--- config.mk ---
export PLATFORM = sky130hd
export DESIGN_NAME = cdtimer
export DESIGN_NICKNAME = d
export VERILOG_FILES = /design/src/rtl/tmr_pkg.sv /design/src/rtl/tmr_ctrl.sv /design/src/rtl/tmr_datapath.sv /design/src/rtl/cdtimer.sv
export SDC_FILE = /design/constraint.sdc
export NUM_CORES = 1
export LEC_CHECK = 0
export BUFFER_PORTS_ARGS = -buffer_cell sky130_fd_sc_hd__buf_2
export CAP_MARGIN = 0
export CELL_PAD_IN_SITES_DETAIL_PLACEMENT = 1
export CELL_PAD_IN_SITES_GLOBAL_PLACEMENT = 2
export CORE_MARGIN = 5
export CORE_UTILIZATION = 34
export DETAILED_ROUTE_END_ITERATION = 8
export HOLD_SLACK_MARGIN = 0.06
export PLACE_DENSITY = 0.8
export SLEW_MARGIN = 20
export SYNTH_ARGS = -nofsm -noshare
export SYNTH_HDL_FRONTEND = slang
export SYNTH_HIERARCHICAL = 1
export SYNTH_SLANG_ARGS = --single-unit
--- constraint.sdc ---
create_clock -name clk -period 4 [get_ports clk]
set_input_delay 0.4 -clock clk [delete_from_list [all_inputs] [get_ports clk]]
set_output_delay 0.4 -clock clk [all_outputs]
set_load 0.005 [all_outputs]
--- src/rtl/tmr_pkg.sv ---
package tmr_pkg;
  localparam int CTRL_OFS = 0;
  localparam int STAT_OFS = 4;
  localparam int RUN_BIT  = 31;
  localparam int REP_BIT  = 30;
  localparam int CLR_BIT  = 30;

  typedef struct packed {
    logic loadPreset;
    logic clearIrq;
    logic step;
    logic reload;
    logic expire;
  } tmrStrobe_t;
endpackage

--- src/rtl/tmr_ctrl.sv ---
module tmr_ctrl
  import tmr_pkg::*;
#(
  parameter int AW = 4
) (
  input  logic          clk,
  input  logic          rstN,
  input  logic          wrEn,
  input  logic [AW-1:0] wrAddr,
  input  logic [31:0]   wrData,
  input  logic          tickEn,
  input  logic          cntZero,
  output tmrStrobe_t    stb,
  output logic          running,
  output logic          periodic,
  output logic          irqPend
);
  logic wrPreset, wrClear, active;

  always_comb begin
    wrPreset       = wrEn && (wrAddr == AW'(CTRL_OFS));
    wrClear        = wrEn && (wrAddr == AW'(STAT_OFS)) && wrData[CLR_BIT];
    active         = running && tickEn && !wrPreset;
    stb.loadPreset = wrPreset;
    stb.expire     = active && cntZero;
    stb.reload     = active && cntZero && periodic;
    stb.step       = active && !cntZero;
    stb.clearIrq   = wrClear && !(active && cntZero);
  end

  always_ff @(posedge clk or negedge rstN) begin
    if (!rstN) begin
      running  <= 1'b0;
      periodic <= 1'b0;
    end else if (wrPreset) begin
      running  <= wrData[RUN_BIT];
      periodic <= wrData[REP_BIT];
    end else if (stb.expire && !periodic) begin
      running  <= 1'b0;
    end
  end

  always_ff @(posedge clk or negedge rstN) begin
    if (!rstN)             irqPend <= 1'b0;
    else if (stb.expire)   irqPend <= 1'b1;
    else if (stb.clearIrq) irqPend <= 1'b0;
  end
endmodule

--- src/rtl/tmr_datapath.sv ---
module tmr_datapath
  import tmr_pkg::*;
#(
  parameter int CW = 29
) (
  input  logic          clk,
  input  logic          rstN,
  input  tmrStrobe_t    stb,
  input  logic [CW-1:0] loadVal,
  output logic [CW-1:0] preset,
  output logic [CW-1:0] count,
  output logic          cntZero
);
  always_ff @(posedge clk or negedge rstN) begin
    if (!rstN) begin
      preset <= '0;
      count  <= '0;
    end else if (stb.loadPreset) begin
      preset <= loadVal;
      count  <= loadVal;
    end else if (stb.reload) begin
      count  <= preset;
    end else if (stb.step) begin
      count  <= count - CW'(1);
    end
  end

  assign cntZero = (count == '0);
endmodule

--- src/rtl/cdtimer.sv ---
module cdtimer
  import tmr_pkg::*;
#(
  parameter int AW = 4,
  parameter int CW = 29
) (
  input  logic          clk,
  input  logic          rstN,
  input  logic          wrEn,
  input  logic [AW-1:0] wrAddr,
  input  logic [31:0]   wrData,
  input  logic          tickEn,
  input  logic [AW-1:0] rdAddr,
  output logic [31:0]   rdData,
  output logic          irq
);
  tmrStrobe_t    stb;
  logic          running, periodic, irqPend, cntZero;
  logic [CW-1:0] preset, count;

  tmr_ctrl #(.AW(AW)) u_ctrl (
    .clk(clk), .rstN(rstN), .wrEn(wrEn), .wrAddr(wrAddr), .wrData(wrData),
    .tickEn(tickEn), .cntZero(cntZero), .stb(stb), .running(running),
    .periodic(periodic), .irqPend(irqPend)
  );

  tmr_datapath #(.CW(CW)) u_dp (
    .clk(clk), .rstN(rstN), .stb(stb), .loadVal(wrData[CW-1:0]),
    .preset(preset), .count(count), .cntZero(cntZero)
  );

  always_comb begin
    rdData = '0;
    if (rdAddr == AW'(CTRL_OFS)) begin
      rdData[CW-1:0]  = preset;
      rdData[RUN_BIT] = running;
      rdData[REP_BIT] = periodic;
    end else if (rdAddr == AW'(STAT_OFS)) begin
      rdData[CW-1:0]  = count;
      rdData[CLR_BIT] = irqPend;
    end
  end

  assign irq = irqPend;
endmodule

# Word-level counts from Yosys, hierarchy flattened

Index checks and enable logic that the tools add are counted.

Register bits: 61
Latch bits: 0
Bits in writable memories: 0
Memory bits (read-only): 0
Bits of input ports: 44
Output and inout bits: 33
Word-level logic and storage cells: 40
Memories kept: 0

Add/subtract/negate cells: 1
Multiply operators: 0
Div/mod/pow operators: 0
$lt $le $gt $ge: 0
Equality and inequality tests: 2
Shift-type cells: 0
Mux-type cells: 12
Bitwise gates (word level): 0
Reduce and logical (&&, ||, !) cells: 20

Operators by type and width:

| cell                  | number |
|---|---|
| $mux 29               | 5 |
| $logic_not 29->1      | 1 |
| $sub 29x1->29 const B | 1 |
| $logic_and 1x1->1     | 10 |
| $eq 4x3->1 const B    | 2 |
| $logic_not 4->1       | 2 |
| $mux 1                | 7 |
| $logic_not 1->1       | 4 |
| $reduce_bool 2->1     | 2 |
| $reduce_bool 3->1     | 1 |

# Depth between registers and ports, before layout

Gate-level depths: netlist of run 1.

Depth after elaboration: 9
Depth in mapped cells: 14
Gate-level depth less buffers: 11

# Cells and area by module

The synthesis of run 1 kept the hierarchy.

By module, submodules not included:

| module       | times used | cells each | area an instance (um^2) | seq. area each (um^2) |
|---|---|---|---|---|
| tmr_datapath | 1          | 359        | 3329.4                  | 1451.4 |
| cdtimer      | 1          | 72         | 513.0                   | 0.0 |
| tmr_ctrl     | 1          | 22         | 203.9                   | 75.1 |

# Worst setup path after synthesis of run 1

Ideal clock, no wire load.

Kind: reg-to-reg
From: register u_dp.count[19]
To: register u_dp.count[13]
Setup time: 79 ps
Data arrival time: 3119 ps
Required time: 3921 ps
Setup slack: 802 ps
Stages on the path, launching flop included: 14
Period minus slack after synthesis: 3198 ps
Cell sequence: dfrtp_1 > clkbuf_1 > nor3_1 > nand4_1 > or4b_1 > nor4_2 > nand2_1 > nor3_1 > clkbuf_1 > nor2b_1 > clkbuf_1 > a22oi_1 > a21oi_1 > a2bb2oi_1

RTL lines:

| element                  | RTL line           | text |
|---|---|---|
| start: declaration       | tmr_datapath.sv:11 | `output logic [CW-1:0] count,` |
| start signal: assignment | tmr_datapath.sv:20 | `count <= loadVal;` |
| start signal: assignment | tmr_datapath.sv:22 | `count <= preset;` |
| start signal: assignment | tmr_datapath.sv:24 | `count <= count - CW'(1);` |

==> run summary, run 1 <==
Clock buffer depth -> 2
Layout Utilization -> 41.2%
Syn Nets -> 498
Area delta synth->final -> 17.2%
Die H -> 119 um
Share of layout cells above drive strength 1 -> 25.7%
Die footprint -> 14,200 um^2
Critical Path AT -> 3780 ps
Wirelength per Cell -> 18.8 um
Vias after detailed routing -> 3,652
Largest net degree at the start of global routing -> 39
Clock sink total -> 61
Core area -> 11,500 um^2
Leakage power -> 2.09 nW
Run status -> finished, final reports clean
Design area -> 4740 um^2
Final HPWL DP -> 8730 um
Fmax -> 280 MHz
Final Hold Fails -> 0
Vias in the first global route -> 3,906
I/O Pins -> 77
Post-CTS Hold Buffers -> 0
Syn. warnings -> 6
Layout Nets -> 559
1st-iter DRT viols -> 158
Die W -> 119 um
Max-slew violation count -> 0
Root Buffer -> clkbuf_16
CTS tree -> yes
Initial Util -> 35.1%
Final Setup Violations -> 0
Worst-skew pair later-pin latency -> 340 ps
Drt total wl -> 12,400 um
Path type of the worst setup path -> reg -> reg
Tcrit/Tclk final -> 89.3%
Post-cts resize count -> 0
Setup Skew -> 4.90 ps
Post-route ant nets -> 0
Initial antenna violation count -> 0
Syn_area_per_cell -> 8.94 um^2
GRT Resource Usage Total -> 18.0%
CP Capture Type -> flip-flop
Hold/Removal Path Class -> in -> async
IO buf count -> 74
H-tree levels -> 3
Placed Area -> 4500 um^2
RSZ-0062 raised after global routing -> no
Crit path max fanout -> 38
Worst path required time -> 4210 ps
DRT Pass-1 Iters -> 4
Remaining global-route overflow -> 0
Cts bufs inserted -> 9
Post-CTS setup buffers -> 0
Reg2Reg Setup Slack -> 430 ps
Tmin final -> 3570 ps
Max-slew headroom -> 26.6%
Global-route wire length before repair -> 20,300 um
Setup_tns -> 0 ps
Startpoint Class -> flip-flop
Worst-path clk slew -> 50 ps
Num rows -> 39
RD Place Congestion -> 0.831
Post-detailed-route via-to-cell ratio -> 5.56
Max cap viols -> 0
Post-Synthesis Cells -> 452
DR DRC count -> 0
Pwr Density -> 502 nW/um^2
Antenna diodes -> 0
Worst Tran Pin Value -> 1100 ps
Peak VDD IR -> 0.203 mV
Fillers -> 1,373
Mapped cell area -> 4040 um^2
[per-layer routing]
layer  vias to the layer above  track usage [%]  part of all wire (%)
met1                      1828             23.3                    46
met5                         -                0                     0
met2                        60             30.0                    48
li1                       1748                -                     -
met4                         0             6.88                   1.8
met3                        16             3.13                   3.6
[per-stage QoR]
stage / total power, mW / worst slack [ps] / hold slack, ps / cells
floorplan: 1.49 / 802 / 104 / 452
finish: 2.38 / 428 / 173 / 657
detailed placement: 1.73 / 424 / 504 / 645
global route: 2.55 / 69.9 / 241 / 657
CTS: 2.41 / 406 / 204 / 657
global placement: 1.69 / 554 / 508 / 645
[report_power, final]
| group | internal (mW) | switching, mW |
|---|---|---|
| Clock | 0.404 | 0.254 |
| Sequential | 0.789 | 0.236 |
| Combinational | 0.326 | 0.371 |
| Total | 1.52 | 0.861 |
[flip-flops by register name, indices dropped and copies added, names as in the netlist]
name / flops
u_ctrl/irqPend: 1
u_ctrl/periodic: 1
u_ctrl/running: 1
u_dp/count: 29
u_dp/preset: 29
[cell type report]
class                   count  area, um^2  share of cell area [%]
clock buffers              12         236                    4.99
inverters                  19        71.3                    1.50
multi-input cells         338        2270                    47.9
flip-flops and latches     61        1530                    32.2
well taps                 143         179                    3.78
repair buffers             84         458                    9.66
[placed cells by master (no fill, tap or decap), types with 3 or more instances in the layout]
master and n:
nand3_1 8, mux2i_1 31, a22oi_1 8, nor3b_1 5
a21boi_0 3, nor4_1 4, nand4_1 3, nor3_1 12
mux2_2 18, xnor2_1 10, a31oi_1 7, o41ai_1 3
buf_2 74, nor3_2 3, o21ai_0 31, nor4_2 5
buf_4 9, dfrtp_1 61, o221ai_1 5, nor4b_4 3
or3_1 3, clkbuf_16 9, a21oi_1 38, nor2_1 49
clkbuf_1 3, a22o_1 3, a2bb2oi_1 4, o31ai_1 7
inv_1 18, nand2b_1 6, nand3b_1 3, nand2_1 37
[path summary, 6_finish.rpt]
kind,start,to,cells past startpoint
setup reg to reg,u_dp/count[20]$_DFFE_PN0P_,u_dp/count[21]$_DFFE_PN0P_,11
hold / removal,rstN,u_dp/preset[10]$_DFFE_PN0P_,1
setup / recovery,u_dp/count[20]$_DFFE_PN0P_,u_dp/count[21]$_DFFE_PN0P_,11
hold reg to reg,u_ctrl/irqPend$_DFFE_PN0P_,u_ctrl/irqPend$_DFFE_PN0P_,1
max in group asynchronous,rstN,u_ctrl/irqPend$_DFFE_PN0P_,2
min in group clk,wrData[10],u_dp/preset[10]$_DFFE_PN0P_,3
[critical path, stage by stage (launching register included)]
cell	delay (ps)
dfrtp_1	430
nor3_1	390
nand4_1	260
or4b_1	540
nor4_2	380
nand2_1	130
nor3_2	210
buf_12	250
or3_1	320
nand3_1	120
nor4b_1	310
nor3_1	100
(Power assumes the default switching activity.)
==> run 2, diff against run 1 <==
CELL_PAD_IN_SITES_GLOBAL_PLACEMENT = 1   (was 2)
CORE_UTILIZATION = 42   (was 34)
PLACE_DENSITY = 0.79   (was 0.8)
==> run summary, run 2 (synthesized netlist as in run 1, its figures left out) <==
Num rows -> 35
Commonest non-fill, non-tap cells in the layout -> buf_2 (74), dfrtp_1 (61), nor2_1 (49)
Fillers -> 1,140
Max-slew violation count -> 0
Max cap viols -> 0
DRT Pass-1 Iters -> 4
Cts bufs inserted -> 9
Post-Layout Cell Count -> 645
Layout Utilization -> 49.8%
Sw Ratio -> 38.3%
Share of layout cells above drive strength 1 -> 26.2%
Worst-path clk slew -> 70 ps
Max-slew headroom -> 29.0%
IO buf count -> 74
Crit path launch -> u_dp/count[19]$_DFFE_PN0P_
Initial antenna violation count -> 0
Die H -> 108 um
Worst path required time -> 4190 ps
RSZ-0062 raised after global routing -> no
Logic pwr share -> 31.1%
Antenna diodes -> 0
Commonest non-fill, non-tap cell in the layout -> buf_2
DR DRC count -> 0
Regs by FF count -> u_dp/count (29), u_dp/preset (29)
Post-route ant nets -> 0
Final Setup Violations -> 0
RD Place Congestion -> 0.801
Final HPWL DP -> 8600 um
Global-route wire length before repair -> 19,700 um
Final Hold Fails -> 0
Post-CTS setup buffers -> 0
Path type of the worst setup path -> reg -> reg
Leakage power -> 2.06 nW
Worst Tran Pin Value -> 1060 ps
Pwr Density -> 483 nW/um^2
1st-iter DRT viols -> 196
Die footprint -> 11,700 um^2
Clock sink total -> 61
Fmax -> 277 MHz
Setup_tns -> 0 ps
Area delta synth->final -> 14.9%
Post-cts resize count -> 0
Final WS setup -> 393 ps
I/O Pins -> 77
Seq. cell area -> 1530 um^2
Net Sw Power -> 860 uW
Footprint of the multi-input gates -> 2270 um^2
Remaining global-route overflow -> 0
GRT Resource Usage Total -> 21.1%
Startpoint Class -> flip-flop
Post-CTS Hold Buffers -> 0
Seq pwr share -> 45.8%
Tcrit/Tclk final -> 90.2%
Post-detailed-route via-to-cell ratio -> 5.70
Vias in the first global route -> 3,929
Critical Path AT -> 3800 ps
Clock buffer depth -> 2
Largest net degree at the start of global routing -> 41
Worst-skew pair later-pin latency -> 340 ps
Tot Pwr -> 2.24 mW
Design area -> 4640 um^2
DP Worst Slack -> 470 ps
Run status -> finished, final reports clean
Internal power -> 1.38 mW
Initial Util -> 43.3%
CP Capture Type -> flip-flop
CTS tree -> yes
Core area -> 9330 um^2
Post-Place Cells -> 630
Tmin final -> 3610 ps
Root Buffer -> clkbuf_8
H-tree levels -> 3
Clock group share of total power -> 23.1%
Final hold slack -> 190 ps
Hold/Removal Path Class -> in -> async
Peak VDD IR -> 0.206 mV
Vias after detailed routing -> 3,679
Die W -> 108 um
Crit path max fanout -> 35
Layout Nets -> 558
Drt total wl -> 12,100 um
Setup Skew -> 6.27 ps
Reg2reg start -> u_dp/count[19]$_DFFE_PN0P_
Placed Area -> 4470 um^2
Wirelength per Cell -> 18.7 um
==> run 2: cell count changes in the layout (fill, tap and decap cells not counted) <==
cell       delta
buf_12        -1
clkbuf_1      -1
clkbuf_16     -9
clkbuf_8     +12
clkinv_2      +1
==> run 2: final cells by class <==
cell class	count	share of cell area (%)
flip-flops and latches	61	32.9
clock buffers	14	3.72
clock inverters	1	0.108
well taps	129	3.48
repair buffers	83	9.43
inverters	19	1.54
multi-input cells	338	48.9
==> run 2: final timing paths <==
| kind | end | cells past startpoint | slack (ps) |
|---|---|---|---|
| worst max-delay path | u_dp/count[27]$_DFFE_PN0P_ | 12 | 390 |
| worst min register to register | u_ctrl/irqPend$_DFFE_PN0P_ | 1 | 510 |
| max in group asynchronous | u_dp/preset[24]$_DFFE_PN0P_ | 2 | 2920 |
| min in group clk | u_dp/count[0]$_DFFE_PN0P_ | 3 | 290 |
| worst max register to register | u_dp/count[27]$_DFFE_PN0P_ | 12 | 390 |
| worst min-delay path | u_dp/preset[11]$_DFFE_PN0P_ | 1 | 190 |
==> run 2: power groups by stage <==
stage | clock, mW | combinational (mW) | sequential, mW
6_report | 0.519 | 0.698 | 1.03
3_5_place_dp | 0 | 0.692 | 1.04
5_1_grt | 0.556 | 0.772 | 1.06
3_3_place_gp | 0 | 0.657 | 1.02
2_1_floorplan | 0 | 0.543 | 0.947
4_1_cts | 0.528 | 0.702 | 1.03
==> run 2: worst max-delay path, stage by stage (launching register included) <==
cell and delay, ps:
dfrtp_1 490, nor3_1 360, nand4_1 280, or4b_1 540, nor4_2 370, nand2_1 120, nor3_2 190, buf_4 410
inv_1 180, nand2_1 220, nand2_1 80, nand2_1 80, o221ai_1 130
==> run 2: routing by layer <==
| metal | vias up | global-route usage (%) | wire (um) |
|---|---|---|---|
| met5 | - | 0 | 0 |
| met4 | 0 | 6.49 | 172 |
| met3 | 20 | 3.16 | 469 |
| met2 | 86 | 36.8 | 6150 |
| met1 | 1834 | 27.0 | 5270 |
| li1 | 1739 | - | - |
